`config.mk`:
```
export PLATFORM = sky130hd
export DESIGN_NAME = flash_pgm_seq
export DESIGN_NICKNAME = d
export VERILOG_FILES = /design/src/rtl/fseq_pkg.sv /design/src/rtl/fseq_timer.sv /design/src/rtl/fseq_wstrobe.sv /design/src/rtl/flash_pgm_seq.sv
export SDC_FILE = /design/constraint.sdc
export NUM_CORES = 1
export LEC_CHECK = 0
export CORE_MARGIN = 5
export CORE_UTILIZATION = 50
export CTS_CLUSTER_DIAMETER = 120
export CTS_CLUSTER_SIZE = 14
export DETAILED_ROUTE_END_ITERATION = 10
export DONT_BUFFER_PORTS = 1
export SYNTH_ARGS = -nofsm -noshare
export SYNTH_HDL_FRONTEND = slang
export SYNTH_SLANG_ARGS = --single-unit
```
`constraint.sdc`:
```
create_clock -name clk -period 3.4 [get_ports clk]
set_clock_uncertainty 0.1 [all_clocks]
set_input_delay 0.85 -clock clk [delete_from_list [all_inputs] [get_ports clk]]
set_output_delay 0.85 -clock clk [all_outputs]
set_load 0.05 [all_outputs]
```
`src/rtl/fseq_pkg.sv`:
```
package fseq_pkg;

  typedef enum logic [3:0] {
    S_IDLE,
    S_RAMP_UP,
    S_FETCH,
    S_SETUP_WR,
    S_PGM_WR,
    S_PGM_WAIT,
    S_VFY_WR,
    S_VFY_WAIT,
    S_READ,
    S_CMP,
    S_RDCMD_WR,
    S_RAMP_DN
  } seq_st_e;

  typedef enum logic [1:0] {
    W_IDLE,
    W_SET,
    W_STB,
    W_HLD
  } wr_st_e;

  localparam logic [7:0] CMD_PGM_SETUP = 8'h40;
  localparam logic [7:0] CMD_PGM_VFY   = 8'h C0;
  localparam logic [7:0] CMD_READ_MODE = 8'h00;

  function automatic int ceil_div(input int num, input int den);
    return (num + den - 1) / den;
  endfunction

endpackage

```
`src/rtl/fseq_timer.sv`:
```
module fseq_timer #(
  parameter int W = 8
) (
  input  logic         clk,
  input  logic         rst_n,
  input  logic         load_i,
  input  logic [W-1:0] val_i,
  output logic         zero_o
);

  logic [W-1:0] cnt_q, cnt_d;
  logic         cnt_en;

  assign cnt_en = load_i || (cnt_q != '0);

  always_comb begin
    if (load_i) cnt_d = val_i;
    else        cnt_d = cnt_q - 1'b1;
  end

  always_ff @(posedge clk or negedge rst_n) begin
    if (!rst_n)      cnt_q <= '0;
    else if (cnt_en) cnt_q <= cnt_d;
  end

  assign zero_o = (cnt_q == '0);

endmodule

```
`src/rtl/fseq_wstrobe.sv`:
```
module fseq_wstrobe
  import fseq_pkg::*;
#(
  parameter int WE_CYC = 4
) (
  input  logic clk,
  input  logic rst_n,
  input  logic go_i,
  output logic we_n_o,
  output logic done_o
);

  localparam int CW = $clog2(WE_CYC + 1);

  wr_st_e        st_q, st_d;
  logic [CW-1:0] cnt_q, cnt_d;

  always_comb begin
    st_d  = st_q;
    cnt_d = cnt_q;
    case (st_q)
      W_IDLE: if (go_i) st_d = W_SET;
      W_SET: begin
        cnt_d = CW'(WE_CYC - 1);
        st_d  = W_STB;
      end
      W_STB: begin
        if (cnt_q == '0) st_d = W_HLD;
        else             cnt_d = cnt_q - 1'b1;
      end
      W_HLD: st_d = go_i ? W_SET : W_IDLE;
      default: st_d = W_IDLE;
    endcase
  end

  always_ff @(posedge clk or negedge rst_n) begin
    if (!rst_n) begin
      st_q  <= W_IDLE;
      cnt_q <= '0;
    end else begin
      st_q  <= st_d;
      cnt_q <= cnt_d;
    end
  end

  assign we_n_o = (st_q != W_STB);
  assign done_o = (st_q == W_HLD);

endmodule

```
`src/rtl/flash_pgm_seq.sv`:
```
module flash_pgm_seq
  import fseq_pkg::*;
#(
  parameter int ADDR_W     = 18,
  parameter int DATA_W     = 8,
  parameter int CLK_KHZ    = 50000,
  parameter int PGM_US     = 10,
  parameter int VFY_US     = 6,
  parameter int RAMP_CYC   = 5000,
  parameter int WE_CYC     = 4,
  parameter int RD_CYC     = 3,
  parameter int MAX_PULSES = 25
) (
  input  logic              clk,
  input  logic              rst_n,
  input  logic              start_i,
  input  logic [ADDR_W-1:0] start_addr_i,
  input  logic [ADDR_W-1:0] end_addr_i,
  output logic              data_rdy_o,
  input  logic              data_vld_i,
  input  logic [DATA_W-1:0] data_i,
  output logic              busy_o,
  output logic              done_o,
  output logic              err_o,
  output logic [ADDR_W-1:0] res_addr_o,
  output logic [ADDR_W-1:0] f_addr_o,
  output logic [DATA_W-1:0] f_dq_o,
  output logic              f_dq_oe_o,
  input  logic [DATA_W-1:0] f_dq_i,
  output logic              f_we_n_o,
  output logic              f_oe_n_o,
  output logic              vpp_hi_o
);

  localparam int PGM_CYC = ceil_div(CLK_KHZ * PGM_US, 1000);
  localparam int VFY_CYC = ceil_div(CLK_KHZ * VFY_US, 1000);
  localparam int TMR_M1  = (RAMP_CYC > PGM_CYC) ? RAMP_CYC : PGM_CYC;
  localparam int TMR_M2  = (VFY_CYC > RD_CYC) ? VFY_CYC : RD_CYC;
  localparam int TMR_MAX = (TMR_M1 > TMR_M2) ? TMR_M1 : TMR_M2;
  localparam int TMR_W   = $clog2(TMR_MAX + 1);
  localparam int PCNT_W  = $clog2(MAX_PULSES + 1);

  // reset: asynchronous assertion, synchronous release
  logic rst_s1_q, rst_sn;
  always_ff @(posedge clk or negedge rst_n) begin
    if (!rst_n) begin
      rst_s1_q <= 1'b0;
      rst_sn   <= 1'b0;
    end else begin
      rst_s1_q <= 1'b1;
      rst_sn   <= rst_s1_q;
    end
  end

  seq_st_e           st_q, st_d;
  logic [ADDR_W-1:0] cur_q, cur_d, end_q, end_d;
  logic [DATA_W-1:0] wdat_q, wdat_d, rd_q, rd_d;
  logic [PCNT_W-1:0] pls_q, pls_d;
  logic              fail_q, fail_d;
  logic              done_q, done_d, err_q, err_d;
  logic              tmr_ld, tmr_zero;
  logic [TMR_W-1:0]  tmr_val;
  logic              wr_go, wr_done, wr_we_n;

  fseq_timer #(.W(TMR_W)) u_tmr (
    .clk    (clk),
    .rst_n  (rst_sn),
    .load_i (tmr_ld),
    .val_i  (tmr_val),
    .zero_o (tmr_zero)
  );

  fseq_wstrobe #(.WE_CYC(WE_CYC)) u_wr (
    .clk    (clk),
    .rst_n  (rst_sn),
    .go_i   (wr_go),
    .we_n_o (wr_we_n),
    .done_o (wr_done)
  );

  // next-state logic
  always_comb begin
    st_d    = st_q;
    cur_d   = cur_q;
    end_d   = end_q;
    wdat_d  = wdat_q;
    rd_d    = rd_q;
    pls_d   = pls_q;
    fail_d  = fail_q;
    done_d  = 1'b0;
    err_d   = 1'b0;
    tmr_ld  = 1'b0;
    tmr_val = '0;
    wr_go   = 1'b0;
    case (st_q)
      S_IDLE: begin
        if (start_i) begin
          cur_d   = start_addr_i;
          end_d   = end_addr_i;
          fail_d  = 1'b0;
          tmr_ld  = 1'b1;
          tmr_val = TMR_W'(RAMP_CYC);
          st_d    = S_RAMP_UP;
        end
      end
      S_RAMP_UP: if (tmr_zero) st_d = S_FETCH;
      S_FETCH: begin
        if (data_vld_i) begin
          wdat_d = data_i;
          pls_d  = '0;
          wr_go  = 1'b1;
          st_d   = S_SETUP_WR;
        end
      end
      S_SETUP_WR: begin
        if (wr_done) begin
          wr_go = 1'b1;
          st_d  = S_PGM_WR;
        end
      end
      S_PGM_WR: begin
        if (wr_done) begin
          tmr_ld  = 1'b1;
          tmr_val = TMR_W'(PGM_CYC);
          st_d    = S_PGM_WAIT;
        end
      end
      S_PGM_WAIT: begin
        if (tmr_zero) begin
          wr_go = 1'b1;
          st_d  = S_VFY_WR;
        end
      end
      S_VFY_WR: begin
        if (wr_done) begin
          tmr_ld  = 1'b1;
          tmr_val = TMR_W'(VFY_CYC);
          st_d    = S_VFY_WAIT;
        end
      end
      S_VFY_WAIT: begin
        if (tmr_zero) begin
          tmr_ld  = 1'b1;
          tmr_val = TMR_W'(RD_CYC - 1);
          st_d    = S_READ;
        end
      end
      S_READ: begin
        if (tmr_zero) begin
          rd_d = f_dq_i;
          st_d = S_CMP;
        end
      end
      S_CMP: begin
        if (rd_q == wdat_q) begin
          if (cur_q == end_q) begin
            wr_go = 1'b1;
            st_d  = S_RDCMD_WR;
          end else begin
            cur_d = cur_q + 1'b1;
            st_d  = S_FETCH;
          end
        end else begin
          pls_d = pls_q + 1'b1;
          if (pls_q == PCNT_W'(MAX_PULSES - 1)) begin
            fail_d  = 1'b1;
            tmr_ld  = 1'b1;
            tmr_val = TMR_W'(RAMP_CYC);
            st_d    = S_RAMP_DN;
          end else begin
            wr_go = 1'b1;
            st_d  = S_SETUP_WR;
          end
        end
      end
      S_RDCMD_WR: begin
        if (wr_done) begin
          tmr_ld  = 1'b1;
          tmr_val = TMR_W'(RAMP_CYC);
          st_d    = S_RAMP_DN;
        end
      end
      S_RAMP_DN: begin
        if (tmr_zero) begin
          done_d = !fail_q;
          err_d  = fail_q;
          st_d   = S_IDLE;
        end
      end
      default: st_d = S_IDLE;
    endcase
  end

  // registers
  always_ff @(posedge clk or negedge rst_sn) begin
    if (!rst_sn) begin
      st_q   <= S_IDLE;
      cur_q  <= '0;
      end_q  <= '0;
      wdat_q <= '0;
      rd_q   <= '0;
      pls_q  <= '0;
      fail_q <= 1'b0;
      done_q <= 1'b0;
      err_q  <= 1'b0;
    end else begin
      st_q   <= st_d;
      cur_q  <= cur_d;
      end_q  <= end_d;
      wdat_q <= wdat_d;
      rd_q   <= rd_d;
      pls_q  <= pls_d;
      fail_q <= fail_d;
      done_q <= done_d;
      err_q  <= err_d;
    end
  end

  // bus drive
  logic wr_phase;
  assign wr_phase = (st_q == S_SETUP_WR) || (st_q == S_PGM_WR) ||
                    (st_q == S_VFY_WR)   || (st_q == S_RDCMD_WR);

  always_comb begin
    case (st_q)
      S_SETUP_WR: f_dq_o = DATA_W'(CMD_PGM_SETUP);
      S_VFY_WR:   f_dq_o = DATA_W'(CMD_PGM_VFY);
      S_RDCMD_WR: f_dq_o = DATA_W'(CMD_READ_MODE);
      default:    f_dq_o = wdat_q;
    endcase
  end

  assign f_addr_o   = cur_q;
  assign f_dq_oe_o  = wr_phase;
  assign f_we_n_o   = wr_we_n;
  assign f_oe_n_o   = (st_q != S_READ);
  assign vpp_hi_o   = (st_q != S_IDLE) && (st_q != S_RAMP_DN);
  assign busy_o     = (st_q != S_IDLE);
  assign data_rdy_o = (st_q == S_FETCH);
  assign done_o     = done_q;
  assign err_o      = err_q;
  assign res_addr_o = cur_q;

endmodule

```
== Yosys cells after proc, flatten, opt, wreduce, memory -nomap -nowiden ==
Cells that the tools add are included.

* Reductions and logical operators: 25
* Muxes and demuxes: 57
* Equal/unequal tests: 38
* $add $sub $neg: 4

{| class="wikitable"
|+ Operator list
! kind !! number
|-
| $pmux 13 s6 || 1
|-
| $mux 13 || 5
|-
| $mux 4 || 14
|-
| $mux 18 || 3
|-
| $pmux 4 s12 || 1
|-
| $pmux 18 s2 || 1
|-
| $ne 2x2->1 const B || 12
|-
| $pmux 8 s3 || 1
|-
| $add 18x1->18 const B || 1
|-
| $eq 18x18->1 || 1
|-
| $mux 9 || 2
|-
| $mux 1 || 17
|-
| $eq 4x3->1 const B || 4
|-
| $eq 4x4->1 const B || 4
|-
| $ne 2x1->1 const B || 7
|-
| $logic_not 13->1 || 1
|-
| $reduce_bool 13->1 || 1
|-
| $sub 13x1->13 const B || 1
|-
| $reduce_and 11->1 || 1
|-
| $mux 5 || 2
|-
| $pmux 5 s2 || 1
|-
| $reduce_and 2->1 || 5
|-
| $eq 4x2->1 const B || 2
|-
| $eq 8x8->1 || 1
|-
| 24 further kinds || 35
|}

* Output and inout bits: 52
* Input port bits: 56
* Register bits after elaboration: 84
* Word-level logic and storage cells: 138

== Longest topological paths before layout ==
* Word-level depth: 6
* Gate-level depth with buffers: 10
* Depth with buffers taken out: 8

== Modules after synthesis ==
From an unflattened synthesis, not the netlist that was laid out.

* Cells, all modules: 538
* Area total of the unflattened synthesis: 4947.2 sq um

{| class="wikitable"
|+ By module, submodules not included
! module !! cells each !! sequential area each (sq um) !! area each (sq um) !! times used
|-
| flash_pgm_seq || 422 || 1651.6 || 3832.4 || 1
|-
| fseq_timer || 82 || 325.3 || 767.0 || 1
|-
| fseq_wstrobe || 34 || 125.1 || 347.8 || 1
|}

== Least setup slack after synthesis ==
OpenSTA, ideal clock, no wires.

* Path type: register to output
* Start point: reg st_q[2]
* End point: out f_dq_o[7]
* Data arrival time: 2.067 ns
* Slack: 0.383 ns
* Data required time: 2.450 ns
* Buffers on the path: 2
* Cell stages (with the launch flop): 5
* Cell sequence: dfrtp_1 -> buf_2 -> clkbuf_1 -> a21oi_1 -> o31ai_1

* Longest elaborated chain between the ends: 2
* Elaborated cells between the ends (all ways): 4
* Those cells by class: eq/ne: 3; mux: 1

{| class="wikitable"
|+ Ends and longest elaborated chain
! item !! line !! text
|-
| start: declaration || flash_pgm_seq.sv:55 || <nowiki>seq_st_e st_q, st_d;</nowiki>
|-
| start signal: assignment || flash_pgm_seq.sv:207 || <nowiki>st_q <= st_d;</nowiki>
|-
| $eq 4x4->1, or another cell as far along || flash_pgm_seq.sv:225 || <nowiki>case (st_q)</nowiki>
|-
| $pmux 8 s3 (*) || flash_pgm_seq.sv:225 ||
|-
| end: declaration || flash_pgm_seq.sv:27 || <nowiki>output logic [DATA_W-1:0] f_dq_o,</nowiki>
|}

Mark *: on every way between the ends. The rest lies on a longest branch, timed or not.

== Final worst setup path ==
* Start point: reg st_q[0]
* End point: out f_dq_oe_o

* Longest elaborated chain between the ends: 4
* Elaborated cells between the ends (all ways): 7
* Those cells by class: eq/ne: 4; reduce/logical: 3

{| class="wikitable"
|+ Ends and longest elaborated chain
! item !! line !! text
|-
| $eq 4x2->1 / $eq 4x3->1 (equally long branches) || flash_pgm_seq.sv:221 || <nowiki>assign wr_phase = (st_q == S_SETUP_WR) || (st_q == S_PGM_WR) ||</nowiki>
|-
| $logic_or 1x1->1 (2 in series) || flash_pgm_seq.sv:221 ||
|-
| $logic_or 1x1->1 (*) || flash_pgm_seq.sv:222 || <nowiki>(st_q == S_VFY_WR) || (st_q == S_RDCMD_WR);</nowiki>
|-
| end: declaration || flash_pgm_seq.sv:28 || <nowiki>output logic f_dq_oe_o,</nowiki>
|}

Marked as above.

==> results_dict.tcl <==
set metrics [dict create \
    power_density_nw_per_um2 1078 \
    vdd_ir_drop_max_mv 0.6224 \
    internal_power_w 0.002677 \
    grt_remaining_overflow 0 \
    vias 3770 \
    swShare_pct 52.86 \
    synthesis.area_um2 4932 \
    met2_usage_pct 30.38 \
    final_max_slew_viol_count 0 \
    totalWireLength_um 11490 \
    gp_congestion 0.8286 \
    ys_ff_latch 84 \
    synth_async_sr_flop_share_pct 100.0 \
    fin_nets 582 \
    synth.yosys.seq_area_share_pct 42.62 \
    detailed_place_hpwl_um 8480 \
    use_met1_pct 28.26 \
    grt_first_pass_wirelength_um 18780 \
    routedWlPerCell_um 17.63 \
    postRouteAntennaNets 0 \
    maximum_frequency_from_static_timing_analysis_mhz 315.2 \
    synth_edf_count 0 \
    tns_ns 0 \
    tightest_slew_ns 1.043 \
    power_frac_comb_pct 55.4 \
    coreArea_um2 9684 \
    portBuffers 0 \
    final.fill_count 868 \
    cts_tree "yes" \
    power.leakage_nw 2.269 \
    timing_worst_setup_path_type "reg2out" \
    clk_path_buf_depth 2 \
    timing.final.crit_period_ns 3.173 \
    finalInstanceArea_um2 5268 \
    finalHoldViolations 0 \
    syn_inst 519 \
    floorplan.die.width_um 109.3 \
    grt_start_max_net_pins 83 \
    io_pins 108 \
    die_outline_height_um 109.3 \
    first_global_vias 3741 \
    drt_drc_violations_left 0 \
    row_count 36 \
    area_occupied_by_multi_input_gates_um2 2526 \
    number_of_buffers_created_by_cts 9 \
    start_util_pct 50.93 \
    yosysWarnings 0 \
    rsz0062_at_grt "false" \
    fraction_of_layout_cells_with_a_size_suffix_above_1_pct 16.76 \
    num_antenna_cells 0 \
    cap_violations 0 \
    synthesis.nets 587 \
    grt.busiest_layer "met2" \
    antenna_violations_before_repair 0 \
    finalCritPeriodShare_pct 93.32 \
    postSynthAreaPerCell_um2 9.503 \
    critical_path_arrival_ns 2.22 \
    crit_required_ns 2.45 \
    status "complete, no violations" \
    placement_setup_slack_ns 0.5998 \
    clkPwrFrac_pct 11.9 \
    ctsHoldBuffers 0 \
    dr.first_iter.drc_count 232 \
    ys_flop_type "sky130_fd_sc_hd__dfrtp_1" \
    routed_via_density 5.782 \
    worstSetupEndpointType "output port" \
    groute.layer.met3.usage_pct 5.520 \
    regArea_um2 2106 \
    power.switching_w 0.003002 \
    worst_skew_pair.late_latency_ns 0.35 \
    cts_htree_levels 3 \
    track_usage_pct 20.03 \
    placed_cell_area_um2 5080 \
    postCtsSetupBuffers 0 \
    seq_power_share_pct 32.7 \
    cts.root.buffer_cell "sky130_fd_sc_hd__clkbuf_8" \
    post-route-util_pct 54.39 \
    drt_pass1_iterations 4 \
    final-setup-viol-count 0 \
    clkSlewWorstSetupHoldPaths_ns 0.09 \
    area_growth_pct 6.799 \
    crit_path_start_kind "flop" \
    worst_hold_path_type "in2async" \
    design.die.area_um2 11950 \
    clock_tree_sinks 84 \
    critical_path.max_fanout 22 \
    yosysUniqueCellTypes 62 \
    cts_resized 0 \
    timing.max_slew.rel_slack_pct 30.50 \
    timing.final.ws_setup_ns 0.2271 \
]
critical path, stage by stage, from the launching register on:
cell,delay (ns)
sky130_fd_sc_hd__dfrtp_1,0.75
sky130_fd_sc_hd__nand2_1,0.29
sky130_fd_sc_hd__mux2_2,0.33
sky130_fd_sc_hd__a2bb2oi_1,0.15
sky130_fd_sc_hd__inv_1,0.36
state kept, by name, indices dropped and copies added (netlist names), 2 cells and up:
register and count:
end_q 18, f_addr_o 18, u_tmr.cnt_q 13, rd_q 8, wdat_q 8, pls_q 5
st_q 4, u_wr.cnt_q 3, u_wr.st_q 2
power groups by stage:
stage               clock (W)  combinational (W)  sequential, W
floorplan                   0            0.00234        0.00213
global placement            0            0.00311        0.00185
detailed placement          0            0.00315        0.00188
CTS                  0.000691            0.00316        0.00186
global route         0.000739            0.00340        0.00192
finish               0.000676            0.00315        0.00186
synthesized netlist by cell type, drive strengths merged (2+ instances only):
library cell / number / share of area (%)
a21o: 3 / 0.46
o21a: 3 / 0.46
a41oi: 2 / 0.36
a21oi: 26 / 2.6
a31oi: 5 / 0.63
xnor2: 14 / 2.5
and4: 2 / 0.38
and3: 9 / 1.2
mux2i: 3 / 0.61
nand2: 46 / 3.5
mux2: 30 / 6.8
clkbuf: 16 / 1.2
o22ai: 4 / 0.51
dfrtp: 84 / 43
nor2b: 4 / 0.51
xor2: 26 / 4.8
or4: 4 / 0.61
o211ai: 5 / 0.76
a211oi: 2 / 0.30
a32oi: 3 / 0.53
a221o: 2 / 0.41
nand2b: 7 / 0.89
and2: 8 / 1.0
a2bb2oi: 2 / 0.36
inv: 19 / 1.4
nor4: 11 / 2.0
o22a: 11 / 2.0
nor3: 10 / 1.0
o31ai: 4 / 0.61
o21ai: 27 / 2.8
nand4: 6 / 0.76
nor2: 42 / 3.3
ha: 12 / 3.0
or3: 3 / 0.38
nand3: 20 / 2.0
buf: 28 / 3.7
a22oi: 2 / 0.30
o221ai: 2 / 0.61
cells in the final DEF (no fill, tap or decap), drive strengths merged, types with 3 or more instances in the layout:
cell	netlist	routed
dfrtp	84	84
nand2	46	46
nor2	42	42
mux2	30	30
buf	28	28
o21ai	27	27
a21oi	26	26
xor2	26	26
nand3	20	20
inv	19	19
xnor2	14	14
ha	12	12
o22a	11	11
clkbuf	16	11
nor4	11	11
nor3	10	10
and3	9	9
and2	8	8
nand2b	7	7
nand4	6	6
o211ai	5	5
a31oi	5	5
nor2b	4	4
o22ai	4	4
or4	4	4
o31ai	4	4
or3	3	3
a21o	3	3
a32oi	3	3
o21a	3	3
mux2i	3	3
clkinvlp	0	3
stage by stage:
stage | hold WS, ns | std cells | power [W]
after floorplan | 0.2312 | 519 | 0.004475
after global placement | 0.2375 | 636 | 0.004960
after detailed placement | 0.2388 | 636 | 0.005028
after CTS | 0.06074 | 652 | 0.005711
after global routing | 0.04530 | 652 | 0.006064
final | 0.08351 | 652 | 0.005678
final timing paths:
kind,slack [ns],startpoint,cells past startpoint,to
max in group asynchronous,2.11,rst_sn,0,err_o
max reg2reg,0.66,st_q[0],7,u_wr.st_q[1]
min,0.08,rst_n,0,rst_sn
min reg2reg,0.26,rst_s1_q,0,rst_sn
min in group clk,0.26,rst_s1_q,0,rst_sn
max,0.23,st_q[0],4,f_dq_oe_o
routing by layer:
layer | vias up | part of all wire, %
li1 | 1805 | -
met1 | 1844 | 46
met2 | 110 | 46
met3 | 11 | 7.2
met4 | 0 | 0.77
met5 | - | 0
area by class of cell:
class                   instances  area share [%]
well taps                     133           3.159
clock inverters                 5          0.6888
flip-flops and latches         84           39.98
repair buffers                 28           3.991
inverters                      19           1.354
multi-input cells             372           47.96
clock buffers                  11           2.874
logic make-up (layout without fill, tap and decap cells):
logic type	count (synthesis)	after routing	share of synthesized area (%)
buf+inv	63	63	6.368
simple gates	176	176	18.21
xor+xnor	40	40	7.255
compound gates	110	110	14.97
fa+ha+maj	12	12	3.044
other cells	1	1	0.07603
flops	84	84	42.62
mux	33	33	7.458
Note: power is estimated with default switching activity, not from simulation.
